==> src/rtl/rbt_pkg.sv <==
package rbt_pkg;

    localparam int DEF_ADDR_W    = 32;
    localparam int DEF_BUF_BYTES = 2048;
    localparam int DEF_THR_W     = 10;

    typedef enum logic {
        HALF_LO = 1'b0,
        HALF_HI = 1'b1
    } half_e;

    typedef struct packed {
        logic flip;
        logic wmark;
    } rbt_evt_t;

    function automatic half_e half_of(input logic sel_bit);
        return sel_bit ? HALF_HI : HALF_LO;
    endfunction

endpackage

==> src/rtl/rbt_half_tracker.sv <==
module rbt_half_tracker
    import rbt_pkg::*;
#(
    parameter int ADDR_W   = 32,
    parameter int HALF_BIT = 10
) (
    input  logic              clk,
    input  logic              rst,
    input  logic              stb,
    input  logic [ADDR_W-1:0] addr,
    output logic              half_chg,
    output logic              flip_q
);
    half_e cur_half;
    half_e new_half;

    always_comb begin
        new_half = half_of(addr[HALF_BIT]);
        half_chg = stb && (new_half != cur_half);
    end

    always_ff @(posedge clk) begin
        if (rst) begin
            cur_half <= HALF_LO;
            flip_q   <= 1'b0;
        end else begin
            flip_q <= half_chg;
            if (half_chg) begin
                cur_half <= new_half;
            end
        end
    end
endmodule

==> src/rtl/rbt_watermark.sv <==
module rbt_watermark #(
    parameter int OFS_W = 10,
    parameter int THR_W = 10
) (
    input  logic             clk,
    input  logic             rst,
    input  logic             stb,
    input  logic [OFS_W-1:0] ofs,
    input  logic [THR_W-1:0] thr,
    input  logic             half_chg,
    output logic             wm_q
);
    localparam int CMP_W = (OFS_W > THR_W ? OFS_W : THR_W) + 1;

    logic             armed;
    logic             armed_eff;
    logic             hit;
    logic [CMP_W-1:0] ofs_ext;
    logic [CMP_W-1:0] thr_m1;

    always_comb begin
        ofs_ext   = CMP_W'(ofs);
        thr_m1    = CMP_W'(thr) - CMP_W'(1);
        armed_eff = half_chg ? 1'b1 : armed;
        hit       = stb && (thr != '0) && armed_eff && (ofs_ext == thr_m1);
    end

    always_ff @(posedge clk) begin
        if (rst) begin
            armed <= 1'b1;
            wm_q  <= 1'b0;
        end else begin
            wm_q <= hit;
            if (stb) begin
                armed <= hit ? 1'b0 : armed_eff;
            end
        end
    end
endmodule

==> src/rtl/rbt_last_addr.sv <==
module rbt_last_addr #(
    parameter int ADDR_W = 32
) (
    input  logic              clk,
    input  logic              rst,
    input  logic              stb,
    input  logic [ADDR_W-1:0] addr,
    input  logic              cmd_end,
    output logic [ADDR_W-1:0] last_q
);
    logic [ADDR_W-1:0] pend_q;
    logic [ADDR_W-1:0] next_addr;

    always_comb begin
        next_addr = addr + ADDR_W'(1);
    end

    always_ff @(posedge clk) begin
        if (rst) begin
            pend_q <= '0;
            last_q <= '0;
        end else begin
            if (stb) begin
                pend_q <= next_addr;
            end
            if (cmd_end) begin
                last_q <= stb ? next_addr : pend_q;
            end
        end
    end
endmodule

==> src/rtl/rbt_tracker.sv <==
module rbt_tracker
    import rbt_pkg::*;
#(
    parameter int ADDR_W    = DEF_ADDR_W,
    parameter int BUF_BYTES = DEF_BUF_BYTES,
    parameter int THR_W     = DEF_THR_W
) (
    input  logic              clk,
    input  logic              rst,
    input  logic              rd_strobe,
    input  logic [ADDR_W-1:0] rd_addr,
    input  logic              cmd_end,
    input  logic [THR_W-1:0]  rd_threshold,
    output logic              flip_evt,
    output logic              wmark_evt,
    output logic [ADDR_W-1:0] last_addr
);
    localparam int HALF_BYTES = BUF_BYTES / 2;
    localparam int OFS_W      = $clog2(HALF_BYTES);
    localparam int HALF_BIT   = OFS_W;

    logic     half_chg;
    rbt_evt_t evt;

    rbt_half_tracker #(
        .ADDR_W  (ADDR_W),
        .HALF_BIT(HALF_BIT)
    ) u_half (
        .clk     (clk),
        .rst     (rst),
        .stb     (rd_strobe),
        .addr    (rd_addr),
        .half_chg(half_chg),
        .flip_q  (evt.flip)
    );

    rbt_watermark #(
        .OFS_W(OFS_W),
        .THR_W(THR_W)
    ) u_wm (
        .clk     (clk),
        .rst     (rst),
        .stb     (rd_strobe),
        .ofs     (rd_addr[OFS_W-1:0]),
        .thr     (rd_threshold),
        .half_chg(half_chg),
        .wm_q    (evt.wmark)
    );

    rbt_last_addr #(
        .ADDR_W(ADDR_W)
    ) u_last (
        .clk    (clk),
        .rst    (rst),
        .stb    (rd_strobe),
        .addr   (rd_addr),
        .cmd_end(cmd_end),
        .last_q (last_addr)
    );

    assign flip_evt  = evt.flip;
    assign wmark_evt = evt.wmark;
endmodule

==> config.mk <==
export PLATFORM = sky130hd
export DESIGN_NAME = rbt_tracker
export DESIGN_NICKNAME = d
export VERILOG_FILES = /design/src/rtl/rbt_pkg.sv /design/src/rtl/rbt_half_tracker.sv /design/src/rtl/rbt_watermark.sv /design/src/rtl/rbt_last_addr.sv /design/src/rtl/rbt_tracker.sv
export SDC_FILE = /design/constraint.sdc
export NUM_CORES = 1
export LEC_CHECK = 0
export ABC_AREA = 0
export BUFFER_PORTS_ARGS = -buffer_cell sky130_fd_sc_hd__buf_2
export CAP_MARGIN = 20
export CORE_MARGIN = 2
export CORE_UTILIZATION = 50
export CTS_CLUSTER_SIZE = 28
export DETAILED_ROUTE_END_ITERATION = 10
export MAX_ROUTING_LAYER = met4
export PLACE_DENSITY_LB_ADDON = 0.1
export SLEW_MARGIN = 20
export SYNTH_ARGS = -nofsm -noshare
export SYNTH_HDL_FRONTEND = slang
export SYNTH_HIERARCHICAL = 1
export SYNTH_SLANG_ARGS = --single-unit
export TNS_END_PERCENT = 30
==> constraint.sdc <==
create_clock -name clk -period 2.7 [get_ports clk]
set_clock_uncertainty 0.05 [all_clocks]
set_input_delay 0.405 -clock clk [delete_from_list [all_inputs] [get_ports clk]]
set_output_delay 0.405 -clock clk [all_outputs]
set_load 0.005 [all_outputs]
==> Word-level counts from Yosys, hierarchy flattened <==
Cells that the tools add are included.
{ "totals": {"regBits": 68, "inputBits": 46, "output_inout_bits": 34, "wordCells": 19} }
{ "classes": {"addsub": 2, "eq_ne": 2, "n_mux": 4, "reduce_logical": 5} }
{ "op_table": {"columns": ["cell", "n"], "rows": [
  ["32-bit by 1-bit adder with 32-bit output, second input constant", 1],
  ["32-bit two-way mux", 1],
  ["10-bit by 11-bit == test with 1-bit output", 1],
  ["10-bit by 1-bit subtractor with 11-bit output, second input constant", 1],
  ["10-bit nonzero test", 1],
  ["1-bit logical AND", 4],
  ["1-bit two-way mux", 3],
  ["1-bit != test", 1]
]} }

==> Longest topological paths before layout <==
{ "depth": {"word_depth": 7, "mapped_depth": 8, "depth_no_buf": 7} }

==> By module <==
Netlist, hierarchy kept.
{ "by_module_without_submodules": {"columns": ["module", "n_inst", "cells_per_inst", "area_per_inst_um2", "seq_area_each_um2"], "rows": [
  ["rbt_last_addr", 1, 359, 3041.7, 1281.2],
  ["rbt_watermark", 1, 53, 402.9, 40.0],
  ["rbt_half_tracker", 1, 7, 78.8, 40.0]
]} }

==> Worst setup path before layout <==
No wires, ideal clock.
{ "synth_path": {"path_kind": "input to register", "startpoint": "input rd_threshold[0]", "endpoint": "register u_wm.armed", "setup_ps": 120, "arrival_time_ps": 2004, "t_required_ps": 2530, "setup_slack_ps": 526, "stages": 8, "path_buffers": 1, "path_cell_list": "inv_1 -> ha_1 -> or3b_2 -> buf_2 -> o2bb2ai_1 -> nand3_1 -> or4_4 -> o31a_1"} }
{ "synth_via": {"elab_chain_cells": 5, "word_cells_on_any_way": 7, "classes_between": "add/sub (1); eq/ne (1); mux (1); reduce/logical (4)"} }
{ "synth_rtl": {"columns": ["item", "line", "rtl"], "rows": [
  ["start: declaration", "rbt_tracker.sv:13", "input logic [THR_W-1:0] rd_threshold,"],
  ["parallel branches: the longest is 3 deep, another holds 10-bit by 1-bit subtractor with 11-bit output", null, null],
  ["1-bit logical AND *", "rbt_watermark.sv:25", "hit = stb && (thr != '0) && armed_eff && (ofs_ext == thr_m1);"],
  ["1-bit two-way mux *", "rbt_watermark.sv:35", "armed <= hit ? 1'b0 : armed_eff;"],
  ["end signal: assignment", "rbt_watermark.sv:35", null],
  ["end: declaration", "rbt_watermark.sv:15", "logic armed;"]
]} }
Mark *: on every way between the ends.
A chain may end at the register's enable or synchronous reset.

==> Final worst setup path <==
{ "layout_path": {"startpoint": "input rd_addr[0]", "endpoint": "register u_last.last_q[28]"} }
{ "layout_via": {"elab_chain_cells": 2} }
{ "layout_rtl": {"columns": ["item", "line", "rtl"], "rows": [
  ["start: declaration", "rbt_tracker.sv:11", "input logic [ADDR_W-1:0] rd_addr,"],
  ["32-bit by 1-bit adder with 32-bit output", "rbt_last_addr.sv:15", "next_addr = addr + ADDR_W'(1);"],
  ["32-bit two-way mux", null, null],
  ["end signal: assignment", "rbt_last_addr.sv:27", "last_q <= stb ? next_addr : pend_q;"],
  ["end: declaration", "rbt_last_addr.sv:9", "output logic [ADDR_W-1:0] last_q"]
]} }
No other way between the ends.

==> impl_metrics.sql <==
INSERT INTO impl_metrics (metric_group, metric, value, unit) VALUES
('layout', 'highest_count_cells_in_the_layout_ignoring_fill_and_taps', '79 x sky130_fd_sc_hd__buf_2, 68 x sky130_fd_sc_hd__dfxtp_1, 54 x sky130_fd_sc_hd__nor2_1, 33 x sky130_fd_sc_hd__nand2_1', ''),
('cts', 'numClockSinks', '68', ''),
('worst_setup_path', 'worst-path-stages', '7', ''),
('cts', 'postCtsSetupRepairBufs', '0', ''),
('timing', 'fmax', '463', 'MHz'),
('cts', 'clockBufferDepth', '2', ''),
('routing', 'drt_iter0_markers', '166', ''),
('cts', 'numCtsBuffers', '9', ''),
('worst_setup_path', 'crit-reg2reg-launch', 'u_half/cur_half', ''),
('cts', 'cts_hold_repair.buffers', '0', ''),
('layout', 'final_common_cell', 'sky130_fd_sc_hd__buf_2', ''),
('synth', 'postSynthCellCount', '419', ''),
('layout', 'synthToLayoutAreaGrowth', '20.1', '%'),
('routing', 'via_count', '3374', ''),
('synth', 'netlist-cell-type-count', '60', ''),
('synth', 'area_contributors_post_synth', 'sky130_fd_sc_hd__dfxtp_1 39%, sky130_fd_sc_hd__nor2_1 5.8%, sky130_fd_sc_hd__xor2_1 5.0%', ''),
('worst_setup_path', 'critical_path.max_fanout', '6', ''),
('worst_setup_path', 'number_of_buffer_and_inverter_instances_along_the_worst_setup_path', '1', ''),
('global_routing', 'grt_pass1_wl', '14.1', 'mm'),
('worst_setup_path', 'worst-endpoint-required', '2830', 'ps'),
('worst_setup_path', 'critPathSlowestCell', 'sky130_fd_sc_hd__or4_4', ''),
('min_path', 'min_path_type', 'in -> reg', ''),
('timing', 'clock_period_minus_final_worst_setup_slack', '2160', 'ps'),
('global_routing', 'largest_net_degree_at_the_start_of_global_routing', '68', ''),
('timing', 'setup_viol_count_final', '0', ''),
('cts', 'clock_insertion_delay_worst_skew', '330', 'ps'),
('timing', 'timing.final.max_slew_violations', '0', ''),
('cts', 'post_cts_resize_count', '0', ''),
('layout', 'final_nets', '542', ''),
('cts', 'clockRootBuffer', 'sky130_fd_sc_hd__clkbuf_8', ''),
('die', 'fp-row-count', '30', ''),
('global_routing', 'overflow', '0', ''),
('worst_setup_path', 'critical_path.reg2reg.endpoint', 'u_wm/armed', ''),
('timing', 'fin_crit_sh', '0.800', ''),
('power_and_ir_drop', 'vdd_ir_drop_max', '0.000295', 'V'),
('worst_setup_path', 'worstSetupStartpoint', 'rd_addr[0]', ''),
('die', 'dieHeight', '87.9', 'um'),
('routing', 'wire_per_inst', '14.8', 'um'),
('cts', 'htree_levels', '3', ''),
('worst_setup_path', 'flop_to_flop_setup_slack', '690', 'ps'),
('worst_setup_path', 'startpoint_type', 'input port', ''),
('cts', 'cts.reportedPaths.clkPinSlew', '80', 'ps'),
('worst_setup_path', 'cp-endpoint', 'u_last/last_q[28]', ''),
('synth', 'synth-main-ff-cell', 'sky130_fd_sc_hd__dfxtp_1', ''),
('synth', 'ys_async_sr_fraction', '0', ''),
('synth', 'yosys.area.top_type', 'sky130_fd_sc_hd__dfxtp_1', ''),
('synth', 'ys_seq_area_frac', '0.386', ''),
('die', 'num_io_pins', '80', ''),
('layout', 'drive_gt1_frac', '0.253', ''),
('placed_design', 'numPortBuffers', '79', ''),
('synth', 'avgSynthCellArea', '8.41', 'sq um'),
('power_and_ir_drop', 'powerDensity', '572', 'nW/um^2'),
('layout', 'fillcell_total', '610', ''),
('routing', 'route.final.wire_length', '8.82', 'mm'),
('synth', 'synth_enable_flop_cells', '0', ''),
('die', 'dieArea', '7730', 'sq um'),
('synth', 'synth.cell_area', '3520', 'sq um'),
('placed_design', 'hpwl', '6.22', 'mm'),
('worst_setup_path', 'critical-path-top-delay-family', 'simple AND/OR/NAND/NOR gates', ''),
('synth', 'ys_seq_elements', '68', ''),
('run_status', 'run_status', 'completed', ''),
('worst_setup_path', 'worst_setup_path_end_kind', 'register', ''),
('routing', 'drt_first_pass_iters', '4', ''),
('global_routing', 'grtUsageTotal', '0.240', ''),
('placed_design', 'gpl.final_weighted_congestion', '0.874', ''),
('power_and_ir_drop', 'p_leak', '1.74', 'nW'),
('worst_setup_path', 'cp_cell_sequence', 'buf_2, ha_1, nand3_1, or4_4, o31a_1, o31ai_2, o22ai_1', ''),
('job', 'drv_cap', '0', ''),
('timing', 'slew_headroom', '0.556', ''),
('die', 'core-area', '6790', 'sq um'),
('power_and_ir_drop', 'total_power', '0.00242', 'W');
==> routing by layer <==
metal / up-vias / global-route usage / wire length [um]
met1: 1583 / 0.314 / 4260
met5: - / - / 0
met2: 97 / 0.372 / 4040
met4: 0 / 0.0923 / 134
met3: 14 / 0.0405 / 385
li1: 1680 / - / -
==> sequential cells by signal, summed over array words and instances, names as in the netlist <==
signal and cells:
u_half/cur_half 1, u_half/flip_q 1, u_last/last_q 32, u_last/pend_q 32, u_wm/armed 1, u_wm/wm_q 1
==> logic make-up (layout without fill, tap and decap cells) <==
logic type	after synthesis	in the layout	synth area share
and+or+nand+nor	192	192	0.296
DFF	68	68	0.386
xor gates and xnor gates	30	30	0.0746
muxes	8	8	0.0227
AOI/OAI and AO/OA	88	88	0.179
adders and majority gates	2	2	0.00710
buffers and inverters	31	110	0.0344
==> report_power, final <==
part	switching, W	leakage [nW]	internal, W
clock network	0.000386	0.111	0.000564
logic	0.000218	1.06	0.000158
registers	0.0000243	0.563	0.00107
==> worst min-delay path by stage <==
stage                 startpoint                end  cells after the start
6_report             rd_addr[10]    u_half/cur_half                      3
5_1_grt              rd_addr[23]  u_last/pend_q[23]                      3
4_1_cts              rd_addr[10]    u_half/cur_half                      3
3_5_place_dp   u_last/last_q[10]  u_last/last_q[10]                      2
3_3_place_gp   u_last/last_q[23]  u_last/last_q[23]                      2
2_1_floorplan  u_last/last_q[23]  u_last/last_q[23]                      2
==> synth_stat cells (7+ instances only) <==
master,number
sky130_fd_sc_hd__nor3_1,20
sky130_fd_sc_hd__nor4_1,9
sky130_fd_sc_hd__nor2b_1,7
sky130_fd_sc_hd__inv_1,7
sky130_fd_sc_hd__a21oi_1,15
sky130_fd_sc_hd__xnor2_1,10
sky130_fd_sc_hd__o21ai_0,13
sky130_fd_sc_hd__nand2_1,33
sky130_fd_sc_hd__nand3_1,17
sky130_fd_sc_hd__nand2b_1,7
sky130_fd_sc_hd__mux2i_1,8
sky130_fd_sc_hd__xor2_1,20
sky130_fd_sc_hd__dfxtp_1,68
sky130_fd_sc_hd__a211oi_1,19
sky130_fd_sc_hd__nand4_1,8
sky130_fd_sc_hd__clkbuf_1,17
sky130_fd_sc_hd__nor2_1,54
==> layout make-up <==
cell class / count / area [sq um] / area share
Clock buffer: 11 / 151 / 0.0358
Clock inverter: 4 / 72.6 / 0.0171
Inverter: 8 / 30.0 / 0.00710
Multi-Input combinational cell: 320 / 2040 / 0.482
Sequential cell: 68 / 1360 / 0.322
Tap cell: 96 / 120 / 0.0284
Timing Repair Buffer: 87 / 455 / 0.108
==> through the flow <==
step                      area [sq um]  utilization  hold WS [ps]  setup slack (ps)  cells
after CTS                         4230        0.623           391               582    594
final                             4230        0.623           402               539    594
after global placement            4010        0.590           389               286    579
after floorplan                   3520            -           398               526    419
after global routing              4230        0.623           412               434    594
after detailed placement          4010        0.590           403               231    579
==> tightest hold or removal path: stages <==
cell	delay [ps]
sky130_fd_sc_hd__buf_2	180
sky130_fd_sc_hd__mux2i_1	100
sky130_fd_sc_hd__nor2_1	80
Note: power is estimated with default switching activity, not from simulation.
